[src/rtl/prog_seq_pkg.sv]
// Package: shared widths and the control-transfer class decoded from word 1.
// Assumes an 8-bit instruction word with the opcode in the high nibble.
package prog_seq_pkg;
    localparam int WORD_W = 8;
    localparam int NIB_W  = 4;

    typedef enum logic [2:0] {
        XFER_SEQ,   // plain advance
        XFER_LONG,  // long jump
        XFER_CALL,  // subroutine call
        XFER_RET,   // return with immediate
        XFER_COND,  // conditional short jump
        XFER_IND    // indirect short jump
    } xfer_e;

    localparam logic [3:0] OPC_COND = 4'h1;
    localparam logic [3:0] OPC_PAIR = 4'h2;
    localparam logic [3:0] OPC_IND  = 4'h3;
    localparam logic [3:0] OPC_LONG = 4'h4;
    localparam logic [3:0] OPC_CALL = 4'h5;
    localparam logic [3:0] OPC_ISZ  = 4'h7;
    localparam logic [3:0] OPC_RET  = 4'hC;
endpackage

[src/rtl/prog_seq_decode.sv]
// Module: prog_seq_decode
// Classifies the first instruction word into a transfer kind, flags
// two-word instructions, and evaluates the conditional-jump decision.
// Assumes: purely combinational; flags are valid in the step cycle.
module prog_seq_decode
    import prog_seq_pkg::*;
(
    input  logic [WORD_W-1:0] word1,
    input  logic              acc_zero,
    input  logic              carry,
    input  logic              test_in,
    output xfer_e             kind,
    output logic              two_word,
    output logic              cond_take
);
    logic [NIB_W-1:0] opc;
    logic [NIB_W-1:0] cnd;
    logic             any_term;

    assign opc = word1[WORD_W-1 -: NIB_W];
    assign cnd = word1[NIB_W-1:0];

    // Map opcode nibble to transfer class.
    always_comb begin
        unique case (opc)
            OPC_LONG: kind = XFER_LONG;
            OPC_CALL: kind = XFER_CALL;
            OPC_RET:  kind = XFER_RET;
            OPC_COND: kind = XFER_COND;
            OPC_IND:  kind = word1[0] ? XFER_IND : XFER_SEQ;
            default:  kind = XFER_SEQ;
        endcase
    end

    // Instruction length from opcode nibble.
    always_comb begin
        unique case (opc)
            OPC_COND, OPC_LONG, OPC_CALL, OPC_ISZ: two_word = 1'b1;
            OPC_PAIR: two_word = ~word1[0];
            default:  two_word = 1'b0;
        endcase
    end

    // OR the selected terms, then apply the invert bit.
    always_comb begin
        any_term  = (cnd[2] & acc_zero) | (cnd[1] & carry) | (cnd[0] & ~test_in);
        cond_take = any_term ^ cnd[3];
    end

    // a transfer other than an indirect jump is never a one-word
    // instruction, except the return.
    always_comb begin
        if (kind == XFER_LONG || kind == XFER_CALL || kind == XFER_COND)
            a_r3_branch_len: assert (two_word);
        if (kind == XFER_RET || kind == XFER_IND)
            a_r3_short_len: assert (!two_word);
    end
endmodule

[src/rtl/prog_seq_stack.sv]
// Module: prog_seq_stack
// Fixed-depth shift-register return stack without a pointer. A push
// shifts every slot one deeper and drops the deepest. A pop shifts
// every slot one shallower while the deepest slot keeps its value.
// Assumes: DEPTH >= 2; push and pop never in the same cycle.
module prog_seq_stack #(
    parameter int DEPTH = 3,
    parameter int W     = 12
) (
    input  logic         clk,
    input  logic         rst_n,
    input  logic         push,
    input  logic         pop,
    input  logic [W-1:0] push_data,
    output logic [W-1:0] top
);
    localparam int LAST = DEPTH - 1;

    logic [W-1:0] slot [DEPTH];

    assign top = slot[0];

    for (genvar i = 0; i < DEPTH; i++) begin : g_slot
        if (i == 0) begin : g_top
            // Newest slot: load on push, take next deeper on pop.
            always_ff @(posedge clk) begin
                if (!rst_n)    slot[i] <= '0;
                else if (push) slot[i] <= push_data;
                else if (pop)  slot[i] <= slot[i+1];
            end
        end else if (i == LAST) begin : g_bottom
            // Deepest slot: shift in on push, hold on pop.
            always_ff @(posedge clk) begin
                if (!rst_n)    slot[i] <= '0;
                else if (push) slot[i] <= slot[i-1];
            end
        end else begin : g_mid
            // Middle slot: shift deeper on push, shallower on pop.
            always_ff @(posedge clk) begin
                if (!rst_n)    slot[i] <= '0;
                else if (push) slot[i] <= slot[i-1];
                else if (pop)  slot[i] <= slot[i+1];
            end
        end
    end

    // a push moves the former newest entry one slot deeper.
    a_r7_push_shift: assert property (@(posedge clk) disable iff (!rst_n)
        push |=> slot[1] == $past(slot[0]));

    // a pop exposes the former second entry.
    a_r7_pop_shift: assert property (@(posedge clk) disable iff (!rst_n)
        pop |=> top == $past(slot[1]));

    // the deepest slot survives a pop.
    a_r8_bottom_kept: assert property (@(posedge clk) disable iff (!rst_n)
        pop |=> slot[LAST] == $past(slot[LAST]));

    // the deepest slot changes only through a push.
    a_r8_bottom_stable: assert property (@(posedge clk) disable iff (!rst_n)
        !push |=> $stable(slot[LAST]));

    // push and pop are mutually exclusive.
    always_comb begin
        if (rst_n) a_r5_no_push_pop: assert (!(push && pop));
    end
endmodule

[src/rtl/prog_seq.sv]
// Module: prog_seq (top)
// Program counter and next-address selection for a 4-bit processor with
// a three-level return stack. Executes one instruction per step pulse.
// Assumes: both instruction words are valid while step is high; the
// accumulator strobe is registered and appears in the cycle after step.
module prog_seq
    import prog_seq_pkg::*;
#(
    parameter int ADDR_W = 12,
    parameter int DEPTH  = 3
) (
    input  logic              clk,
    input  logic              rst_n,
    input  logic              step,
    input  logic [7:0]        word1,
    input  logic [7:0]        word2,
    input  logic              acc_zero,
    input  logic              carry,
    input  logic              test_in,
    input  logic [7:0]        pair_data,
    output logic [ADDR_W-1:0] pc,
    output logic              fetch_word2,
    output logic              acc_ld,
    output logic [3:0]        acc_val
);
    localparam int PAGE_W = ADDR_W - WORD_W;

    xfer_e             kind;
    logic              two_word;
    logic              cond_take;
    logic [ADDR_W-1:0] pc_inc1;
    logic [ADDR_W-1:0] pc_inc2;
    logic [ADDR_W-1:0] pc_next;
    logic [ADDR_W-1:0] ret_addr;
    logic              do_push;
    logic              do_pop;

    prog_seq_decode u_dec (
        .word1     (word1),
        .acc_zero  (acc_zero),
        .carry     (carry),
        .test_in   (test_in),
        .kind      (kind),
        .two_word  (two_word),
        .cond_take (cond_take)
    );

    prog_seq_stack #(.DEPTH(DEPTH), .W(ADDR_W)) u_stk (
        .clk       (clk),
        .rst_n     (rst_n),
        .push      (do_push),
        .pop       (do_pop),
        .push_data (pc_inc2),
        .top       (ret_addr)
    );

    assign fetch_word2 = two_word;
    assign pc_inc1     = pc + ADDR_W'(1);
    assign pc_inc2     = pc + ADDR_W'(2);
    assign do_push     = step && (kind == XFER_CALL);
    assign do_pop      = step && (kind == XFER_RET);

    // Select the address that follows the current instruction.
    always_comb begin
        unique case (kind)
            XFER_LONG, XFER_CALL: pc_next = {word1[PAGE_W-1:0], word2};
            XFER_RET:  pc_next = ret_addr;
            XFER_COND: pc_next = cond_take ? {pc_inc2[ADDR_W-1 -: PAGE_W], word2}
                                           : pc_inc2;
            XFER_IND:  pc_next = {pc_inc1[ADDR_W-1 -: PAGE_W], pair_data};
            default:   pc_next = two_word ? pc_inc2 : pc_inc1;
        endcase
    end

    // Program counter register.
    always_ff @(posedge clk) begin
        if (!rst_n)    pc <= '0;
        else if (step) pc <= pc_next;
    end

    // Accumulator load strobe and value from a return.
    always_ff @(posedge clk) begin
        if (!rst_n) begin
            acc_ld  <= 1'b0;
            acc_val <= '0;
        end else begin
            acc_ld  <= do_pop;
            if (do_pop) acc_val <= word1[NIB_W-1:0];
        end
    end

    // the counter holds without a step.
    a_r2_hold: assert property (@(posedge clk) disable iff (!rst_n)
        !step |=> $stable(pc));

    // a long jump lands on the full immediate address.
    a_r4_long: assert property (@(posedge clk) disable iff (!rst_n)
        (step && word1[7:4] == OPC_LONG) |=> pc == $past({word1[3:0], word2}));

    // the load strobe only follows a return step.
    a_r6_strobe: assert property (@(posedge clk) disable iff (!rst_n)
        acc_ld |-> $past(step && word1[7:4] == OPC_RET));

    // a return lands on the value the stack exposed at the step.
    a_r6_ret_target: assert property (@(posedge clk) disable iff (!rst_n)
        do_pop |=> pc == $past(ret_addr));

    // a taken short jump stays in the page of the following word.
    a_r11_page: assert property (@(posedge clk) disable iff (!rst_n)
        (step && kind == XFER_COND && cond_take)
            |=> pc[ADDR_W-1 -: PAGE_W] == $past(pc_inc2[ADDR_W-1 -: PAGE_W]));
endmodule

[config.mk]
export PLATFORM = sky130hd
export DESIGN_NAME = prog_seq
export DESIGN_NICKNAME = d
export VERILOG_FILES = /design/src/rtl/prog_seq_pkg.sv /design/src/rtl/prog_seq_decode.sv /design/src/rtl/prog_seq_stack.sv /design/src/rtl/prog_seq.sv
export SDC_FILE = /design/constraint.sdc
export NUM_CORES = 1
export LEC_CHECK = 0
export BUFFER_PORTS_ARGS = -buffer_cell sky130_fd_sc_hd__buf_4
export CORE_ASPECT_RATIO = 0.75
export CORE_MARGIN = 4
export CORE_UTILIZATION = 55
export DETAILED_ROUTE_END_ITERATION = 6
export GPL_ROUTABILITY_DRIVEN = 0
export PLACE_DENSITY = 0.78
export SLEW_MARGIN = 20
export SYNTH_ARGS = -nofsm -noshare
export SYNTH_HDL_FRONTEND = slang
export SYNTH_SLANG_ARGS = --single-unit
[constraint.sdc]
create_clock -name clk -period 5.9 [get_ports clk]
set_input_delay 0.59 -clock clk [delete_from_list [all_inputs] [get_ports clk]]
set_output_delay 0.59 -clock clk [all_outputs]
set_load 0.01 [all_outputs]
# Word level (Yosys, flattened, before mapping)
# Memory sizes are Yosys's and may differ from the RTL's.
# Cells that the tools add are included.
# totals
memories,1
register_bits,17
ramBits,36
# mem_list
memory,words,word_bits,rd,rd_clocked_by_memory_dff,write_ports,line_no,rtl
u_stk.slot,3,12,3,0,3,prog_seq_stack.sv:19,logic [W-1:0] slot [DEPTH];
# op_classes
n_reduce_logical,4
bitwise,13
n_eq_ne,12
mux,19
n_addsub,2
# ops
cell,n
$mux 12,6
$pmux 12 s4,1
$pmux 3 s5,1
$add 12x1->12 const B,1
$add 12x2->12 const B,1
$eq 4x3->1 const B,3
$eq 4x2->1 const B,2
$mux 1,8
$mux 8,1
$or 1x1->1,7
$eq 3x2->1 const B,2
$eq 3x3->1 const B,2
$eq 4x1->1 const B,1
$eq 4x4->1 const B,1
$reduce_or 4->1,1
$and 1x1->1,3
$eq 3x1->1 const B,1
$mux 3,1
$logic_and 1x1->1,2
$not 1->1,2
$pmux 1 s2,1
$reduce_or 2->1,1
$xor 1x1->1,1

# Longest topological paths before layout
# Gate-level depths: netlist of the first run.
# logic_depth
depth_word,9
depth_mapped,8
depth_no_buf,7

# Modules after synthesis
# From an unflattened synthesis of the first run, not the netlist that was laid out.
# unflattened
hier_cells,308
area_unflattened_um2,3136.8
# by_module_without_submodules
module,seq_area_each_um2,cells_each,area_per_inst_um2,n_inst
prog_seq,340.3,207,1526.5,1
prog_seq_stack,1081.0,87,1507.7,1
prog_seq_decode,0.0,14,102.6,1

# Worst setup path before layout of the first run
# No wires, ideal clock.
# synth_path
path_kind,in2reg
start,in word1[0]
end,reg pc[6]
arrival_ps,2356
t_required_ps,5772
setup_slack_ps,3416
stages,7
path_cell_list,buf_6 > or4b_4 > a31oi_4 > mux2_4 > a21o_1 > a21oi_1 > nor3_2
# synth_via
elab_cells_between_ends,16
cone_classes,5 x eq/ne; 6 x mux; 4 x bitwise; 1 x reduce/logical
# synth_rtl
item,line_no,rtl
start: declaration,prog_seq.sv:15,"input logic [7:0] word1,"
$not 1->1,prog_seq_decode.sv:39,OPC_PAIR: two_word = ~word1[0];
$pmux 1 s2,prog_seq_decode.sv:37,unique case (opc)
named net fetch_word2,prog_seq.sv:22,"output logic fetch_word2,"
$mux 12,prog_seq.sv:71,default: pc_next = two_word ? pc_inc2 : pc_inc1;
$pmux 12 s4,prog_seq.sv:65,unique case (kind)
end signal: assignment,prog_seq.sv:78,else if (step) pc <= pc_next;
end: declaration,prog_seq.sv:21,"output logic [ADDR_W-1:0] pc,"
# The timed path passes the listed nets, and every way through them passes these cells.
# A chain may end at the register's enable or synchronous reset.

# Worst setup path in the final report of the first run
# layout_path
start,in word1[0]
end,out fetch_word2
# layout_via
elab_chain_cells,2
# layout_lines
item,line_no
$not 1->1,prog_seq_decode.sv:39
$pmux 1 s2,prog_seq_decode.sv:37
end: declaration,prog_seq.sv:22
# Every way passes these cells.

==> results.tsv, run 1 <==
metric	value	unit
status	completed	
avgSynthCellArea	9.82	um2
cts_root_buf	clkbuf_8	
cts_setup_buffers	0	
ys_ff_latch	53	
synth.top_cell.area_share	0.349	
die_area	6920	um2
hp-class	reg2reg	
crit_slowest_cell	or4b_4	
ir_drop	0.117	mV
synthFlopType	edfxtp_1	
drt_wl_total	8100	um
die_y	73.0	um
grt_max_degree	30	
dp.cells	417	
syn_inst	316	
boundaryPins	48	
antenna_cells	0	
p_leak	0.00131	uW
clock_latency	0.30	ns
num_vias	2702	
max_cap_violations	0	
crit_top_cell	buf_4	
synth_warnings	0	
final_util	0.657	
synth_edf_count	36	
rsz0062_at_grt	false	
worstMarginPinSlew	0.599	ns
path_class	in2out	
min_period_over_period	0.431	
cpPeakStageDelay	0.56	ns
ys_top_cells_by_count	36 x edfxtp_1, 25 x nand2_1, 22 x o21ai_0	
post-place-ws	2.97	ns
async_flop_share	0	
cp.required	5.31	ns
clkTransAtPathRegs	0.10	ns
core	5410	um2
ctsHoldBuffers	0	
layout_min_cycle_time	2.54	ns
finalMaxSlewViolations	0	
drtIter0Drc	276	
cts_tree	built	
rrSetupSlack	3.70	ns
drive_above_1_share	0.206	
finalNonFillerCells	425	
grt_pass1_wl	13000	um
overflow	0	
synth_cell_types	61	
place_hpwl	5780	um
setup_violations	0	
synthTopCellsByArea	edfxtp_1 35%, dfxtp_1 11%, a22o_1 4.8%	
final.setup_skew	0.00768	ns
nets	381	
portBuffers	47	
htreeDepth	2	
path_buf_inv	2	
path_cells	buf_4, or4b_4, a31oi_4, buf_4	
end_kind	output port	
p_per_area	216	nW/um2
setup_ws	3.36	ns
cp_max_fo	10	
startpoint_type	input pin	
ant_nets	0	
wl_per_cell	19.1	um
grt_antenna_before_repair	0	
hold_viol	0	
max_freq	394	MHz
grt_pass1_vias	2454	
drc_errors	0	
clk_path_buf_depth	2	
placed_area	3460	um2
critPathTopFamily	simple AND/OR/NAND/NOR gates	
viasPerCell	6.36	
ys_seq_area_frac	0.458	
grt_util_all_layers	0.250	
worstPathArrival	1.95	ns
mappedNetlistArea	3100	um2
yosysMostFrequentCell	edfxtp_1	
slew_headroom	0.600	
yosys.area.top_type	edfxtp_1	
drtPass1Iterations	5	
rows	23	
die_w	94.7	um
cts_sinks	53	
cts-resized-gates	0	
stdcell_area	3560	um2
tns	0	ns
initial_utilization	0.573	
syn_to_final_growth	14.6	%
syn-num-nets	348	
cts_made_buffers	5	
[routing by layer]
metal,global-route usage,vias to the layer above,share of wire
li1,-,1265,-
met1,0.386,1280,0.47
met2,0.369,155,0.43
met3,0.0536,2,0.093
met4,0.0352,0,0.0033
met5,0,-,0
[metrics by stage]
stage,power (uW),hold WS (ns)
after floorplan,517,0.481
after global routing,807,0.492
after detailed placement,571,0.454
final,768,0.480
after global placement,568,0.459
after CTS,770,0.478
[sequential cells by signal (all words and copies together), names as in the netlist]
| register | count |
|---|---|
| acc_ld | 1 |
| pc | 12 |
| acc_val | 4 |
| u_stk.slot | 36 |
[worst reg2reg max path, delay by kind of cell, from the launching register on]
kind	cells	cell delay [ns]
AOI/OAI and AO/OA	4	0.61
adders and majority gates	1	0.28
DFF	1	0.56
and+or+nand+nor	2	0.64
[cell families after synthesis]
group / share of synthesized area
compound gates: 0.234
buf+inv: 0.0407
fa+ha+maj: 0.00807
mux: 0.0274
flops: 0.458
simple gates: 0.192
xor+xnor: 0.0395
[power breakdown]
part / total [uW] / switching, uW / internal (uW)
clock: 202 / 118 / 83.8
combinational: 128 / 72.7 / 55.4
sequential: 438 / 22.8 / 415
[path summary, 6_finish.rpt]
path | depth (start not counted) | endpoint | from
setup / recovery | 4 | fetch_word2 | word1[0]
hold / removal | 2 | acc_val[0]$_SDFFE_PN0N_ | acc_val[0]$_SDFFE_PN0N_
setup reg to reg | 7 | pc[11]$_SDFFE_PN0P_ | pc[1]$_SDFFE_PN0P_
hold reg to reg | 2 | acc_val[0]$_SDFFE_PN0N_ | acc_val[0]$_SDFFE_PN0N_
[cells in the final DEF, fill, tap and decap left out, types with 5 or more instances in the layout]
cell type and count:
dfxtp_1 17, nand3_1 16, a21oi_1 15, nor2_1 14
nand4_1 7, clkbuf_8 5, nor2b_1 5, inv_1 5
xor2_1 7, nor3_1 7, edfxtp_1 36, a22o_1 17
a221oi_1 8, buf_4 49, and2_1 13, o21ai_0 22
xnor2_1 7, nand2_1 25, mux2i_1 7
[area by class of cell]
cell class	count	area, um2
clock buffers	6	72.6
clock inverters	2	15.0
fillers	480	1850
inverters	7	26.3
multi-input cells	233	1560
flip-flops and latches	53	1420
well taps	75	93.8
repair buffers	49	368
Note: power is estimated with default switching activity, not from simulation.
==> inputs of run 2 (changes only) <==
==> constraint.sdc (replaced) <==
create_clock -name clk -period 2.6 [get_ports clk]
set_input_delay 0.26 -clock clk [delete_from_list [all_inputs] [get_ports clk]]
set_output_delay 0.26 -clock clk [all_outputs]
set_load 0.01 [all_outputs]
==> results.tsv, run 2 (synthesis gave the netlist of run 1 again) <==
metric	value	unit	change
ctsHoldBuffers	0		unchanged
nets	391		+2.6%
drc_errors	0		unchanged
end_kind	register		
worstPathArrival	2.30	ns	+0.35 ns
min_from	pair_data[5]		
clk_path_buf_depth	2		unchanged
clock_latency	0.32	ns	+0.02 ns
hp-class	in2reg		
ir_drop	0.270	mV	+130%
grt_util_all_layers	0.255		+0.00491
die_y	73.0	um	unchanged
status	completed		
startpoint_type	register		
hold_depth	3		+1
clkTransAtPathRegs	0.11	ns	about the same
setup_violations	0		unchanged
fillers	451		-6.0%
htreeDepth	2		unchanged
cts_setup_buffers	0		unchanged
rr_worst_depth	7		unchanged
portBuffers	47		unchanged
core	5410	um2	unchanged
initial_utilization	0.573		unchanged
largest_reg_flops	36		unchanged
boundaryPins	48		unchanged
ant_nets	0		unchanged
drt_wl_total	8520	um	+5.2%
path_class	reg2reg		
grt_pass1_vias	2627		+7.0%
post-place-ws	0.481	ns	-2.49 ns
mostFrequentLayoutCell	buf_4		
final.setup_skew	0.0114	ns	+0.00371 ns
largest_register	u_stk.slot		
cp.required	2.81	ns	-2.50 ns
p_per_area	501	nW/um2	+130%
cts-resized-gates	0		unchanged
place_hpwl	6130	um	+6.0%
hold_viol	0		unchanged
drtIter0Drc	374		+36%
stdcell_area	3650	um2	+2.6%
cts_sinks	53		unchanged
rows	23		unchanged
viasPerCell	6.51		+2.4%
layout_min_cycle_time	2.09	ns	
largestRegisters	u_stk.slot x36, pc x12, acc_val x4		
crit_path_start	pc[2]$_SDFFE_PN0P_		
slew_headroom	0.593		-0.00683
p_leak	0.00138	uW	+4.9%
r2r_start	pc[2]$_SDFFE_PN0P_		
setup_ws	0.514	ns	-2.84 ns
max_freq	479	MHz	
rsz0062_at_grt	false		
wl_per_cell	19.6	um	+2.8%
cp_max_fo	8		-2
tns	0	ns	unchanged
final_cell_mix	58 x buf_4, 36 x edfxtp_1, 25 x nand2_1		
placed_area	3550	um2	+2.5%
worstMarginPinSlew	0.593	ns	-0.00602 ns
drtPass1Iterations	5		unchanged
antenna_cells	0		unchanged
die_area	6920	um2	unchanged
drive_above_1_share	0.228		+0.0221
final_util	0.674		+0.0171
num_vias	2831		+4.8%
max_cap_violations	0		unchanged
syn_to_final_growth	17.6	%	
rrSetupSlack	0.51	ns	-3.19 ns
grt_antenna_before_repair	0		unchanged
cts_tree	built		
cts_made_buffers	5		unchanged
grt_pass1_wl	13500	um	+3.1%
grt_max_degree	30		unchanged
overflow	0		unchanged
cts_root_buf	clkbuf_8		
finalMaxSlewViolations	0		unchanged
die_w	94.7	um	unchanged
min_period_over_period	0.802		
-- run 2: cell types whose count changed in the layout (fill, tap and decap cells not counted), sizes merged --
cell,previous run,this run
buf,49,59
clkinvlp,2,0
clkinv,2,3
clkbuf,6,5
inv,5,7
-- run 2: power breakdown --
group          total [uW]  internal (uW)  switching (uW)
Combinational         327            142             185
Sequential            981            941            39.8
Clock                 520            202             317
Total                1830           1280             542
-- run 2: final cells by class --
cell class                      instances  area (um2)  area share
Multi-Input combinational cell        233        1550       0.426
Sequential cell                        53        1420       0.390
Timing Repair Buffer                   59         455       0.125
Tap cell                               75        93.8      0.0257
Clock buffer                            5        68.8      0.0189
Clock inverter                          3        28.8     0.00789
Inverter                                7        26.3     0.00720
-- run 2: final timing paths --
kind	to
worst min register to register	acc_val[0]$_SDFFE_PN0N_
worst max register to register	pc[9]$_SDFFE_PN0P_
worst min-delay path	pc[5]$_SDFFE_PN0P_
worst max-delay path	pc[9]$_SDFFE_PN0P_
-- run 2: through the flow --
| step | instances | hold WS (ns) | total power [uW] |
|---|---|---|---|
| final | 435 | 0.227 | 1830 |
| after global routing | 435 | 0.227 | 1900 |
| after CTS | 435 | 0.220 | 1820 |
| after floorplan | 316 | 0.405 | 1170 |
| after detailed placement | 427 | 0.456 | 1320 |
| after global placement | 427 | 0.451 | 1310 |
-- run 2: metal layers --
layer | vias up | global-route usage | routed length [um]
met3 | 22 | 0.0608 | 985
li1 | 1284 | - | -
met1 | 1352 | 0.365 | 3680
met2 | 173 | 0.385 | 3720
met5 | - | 0 | 0
met4 | 0 | 0.0752 | 140
-- run 2: critical path: stages, from the launching register on --
cell     delay (ns)
dfxtp_1        0.48
ha_1           0.26
and3_1         0.34
nand4_1        0.28
o21ai_0        0.25
o31ai_1        0.09
a31oi_1        0.19
nor3_1         0.07
==> inputs of run 3 (changes only) <==
--- a/config.mk
+++ b/config.mk
@@ -8,10 +8,10 @@
 export BUFFER_PORTS_ARGS = -buffer_cell sky130_fd_sc_hd__buf_4
 export CORE_ASPECT_RATIO = 0.75
 export CORE_MARGIN = 4
-export CORE_UTILIZATION = 55
+export CORE_UTILIZATION = 51
 export DETAILED_ROUTE_END_ITERATION = 6
 export GPL_ROUTABILITY_DRIVEN = 0
-export PLACE_DENSITY = 0.78
+export PLACE_DENSITY = 0.76
 export SLEW_MARGIN = 20
 export SYNTH_ARGS = -nofsm -noshare
 export SYNTH_HDL_FRONTEND = slang
==> constraint.sdc (replaced) <==
create_clock -name clk -period 1.82 [get_ports clk]
set_input_delay 0.182 -clock clk [delete_from_list [all_inputs] [get_ports clk]]
set_output_delay 0.182 -clock clk [all_outputs]
set_load 0.01 [all_outputs]
==> results.tsv, run 3 (synthesis gave the netlist of run 1 again) <==
metric	value	unit	change
tns	0	ns	unchanged
layout_min_cycle_time	1.75	ns	-0.337 ns
fillers	461		+2.2%
wl_per_cell	19.3	um	-1.6%
path_class	reg2reg		
grt_pass1_wl	13900	um	+3.5%
viasPerCell	6.28		-3.6%
htreeDepth	2		unchanged
portBuffers	47		unchanged
grt_antenna_before_repair	0		unchanged
largestRegisters	u_stk.slot x36, pc x12, acc_val x4		
multi_input_area	1590	um2	+2.4%
crit_slowest_cell	dfxtp_4		
rsz0062_at_grt	false		
die_w	98.1	um	+3.5%
place_hpwl	6960	um	+14%
clk_path_buf_depth	2		unchanged
path_buf_inv	1		+1
largest_register	u_stk.slot		
path_cells	ha_1, and3_2, buf_4, nand3_1, xnor2_2, a221oi_2, nor3_1		
drc_errors	0		unchanged
cts_sinks	53		unchanged
cts_tree	built		
drt_wl_total	9160	um	+7.4%
boundaryPins	48		unchanged
ant_nets	0		unchanged
max_cap_violations	0		unchanged
final.setup_skew	0.00990	ns	-0.00148 ns
initial_utilization	0.530		-0.0436
hold_viol	0		unchanged
status	completed		
ir_drop	0.330	mV	+22%
grt_max_degree	30		unchanged
p_leak	0.00159	uW	+15%
cts_made_buffers	5		unchanged
setup_violations	0		unchanged
worstPathArrival	1.95	ns	-0.35 ns
slew_headroom	0.692		+0.0984
core	5860	um2	+8.2%
end_kind	register		
cp_max_fo	6		-2
p_per_area	663	nW/um2	+32%
hp-class	in2reg		
startpoint_type	register		
worstMarginPinSlew	0.461	ns	-0.132 ns
min_period_over_period	0.961		+0.159
die_y	75.5	um	+3.4%
num_vias	2981		+5.3%
final_cell_mix	92 x buf_4, 36 x edfxtp_1, 25 x nand2_1		
mostFrequentLayoutCell	buf_4		
overflow	0		unchanged
final_util	0.684		+0.00938
max_freq	572	MHz	+19%
nets	428		+9.5%
cts_root_buf	clkbuf_8		
clkTransAtPathRegs	0.11	ns	about the same
cpPeakStageDelay	0.40	ns	-0.08 ns
regArea	1430	um2	+0.44%
drtIter0Drc	359		-4.0%
cp.required	2.02	ns	-0.79 ns
die_area	7410	um2	+7.1%
antenna_cells	0		unchanged
grt_util_all_layers	0.246		-0.00865
clock_latency	0.32	ns	about the same
largest_reg_flops	36		unchanged
syn_to_final_growth	29.1	%	
critPathTopFamily	simple AND/OR/NAND/NOR gates		
rows	24		+4.3%
drive_above_1_share	0.330		+0.102
drtPass1Iterations	6		+1
grt_pass1_vias	2619		-0.30%
finalMaxSlewViolations	0		unchanged
run 3: changes by cell type in the layout (fill, tap and decap cells not counted), sizes merged:
cell    delta
inv        -1
buf       +37
clkinv     +1
run 3: repair_timing:
action                                  in CTS  in global routing
endpoints found under the setup margin       1                  5
buffers inserted                             0                  1
hold buffers                                 0                  0
resized for setup                            2                 12
pin swaps                                    0                  2
run 3: through the flow:
step / total power [uW] / area, um2 / setup WS, ns / instances / hold slack [ns]
after detailed placement: 1960 / 3870 / -0.0821 / 466 / 0.445
after global routing: 2750 / 4000 / 0.00373 / 475 / 0.165
final: 2650 / 4000 / 0.0710 / 475 / 0.146
after CTS: 2650 / 3970 / 0.0000435 / 474 / 0.138
after global placement: 1950 / 3870 / -0.0779 / 466 / 0.443
after floorplan: 1680 / 3120 / -0.125 / 316 / 0.320
run 3: worst paths after layout:
kind / start / end / slack, ns / cells past startpoint
worst max-delay path: pc[1]$_SDFFE_PN0P_ / pc[7]$_SDFFE_PN0P_ / 0.07 / 7
worst min-delay path: word1[1] / acc_val[1]$_SDFFE_PN0N_ / 0.15 / 3
worst max register to register: pc[1]$_SDFFE_PN0P_ / pc[7]$_SDFFE_PN0P_ / 0.07 / 7
worst min register to register: acc_val[3]$_SDFFE_PN0N_ / acc_val[3]$_SDFFE_PN0N_ / 0.46 / 2
run 3: worst min-delay path, cell delays in order:
cell	delay, ns
buf_4	0.12
nand3_1	0.06
a21oi_1	0.05
run 3: where the power goes:
part,total [uW],switching (uW),leakage [uW],internal [uW]
clock,704,429,0.0000462,275
combinational,558,295,0.00103,263
sequential,1390,46.6,0.000515,1340
total,2650,771,0.00159,1880
run 3: layout make-up:
type / count / share of cell area
clock inverter: 3 / 0.00531
inverter: 7 / 0.00656
sequential: 53 / 0.357
tap: 78 / 0.0244
clock buffer: 5 / 0.0172
multi-input combinational: 233 / 0.398
timing repair buffer: 96 / 0.192
run 3: layer usage:
metal  part of all wire  GRT usage  wire [um]
met2               0.42      0.362       3890
met5                  0          0          0
met4              0.020     0.0799        186
met1               0.44      0.364       4050
met3               0.11     0.0540       1040
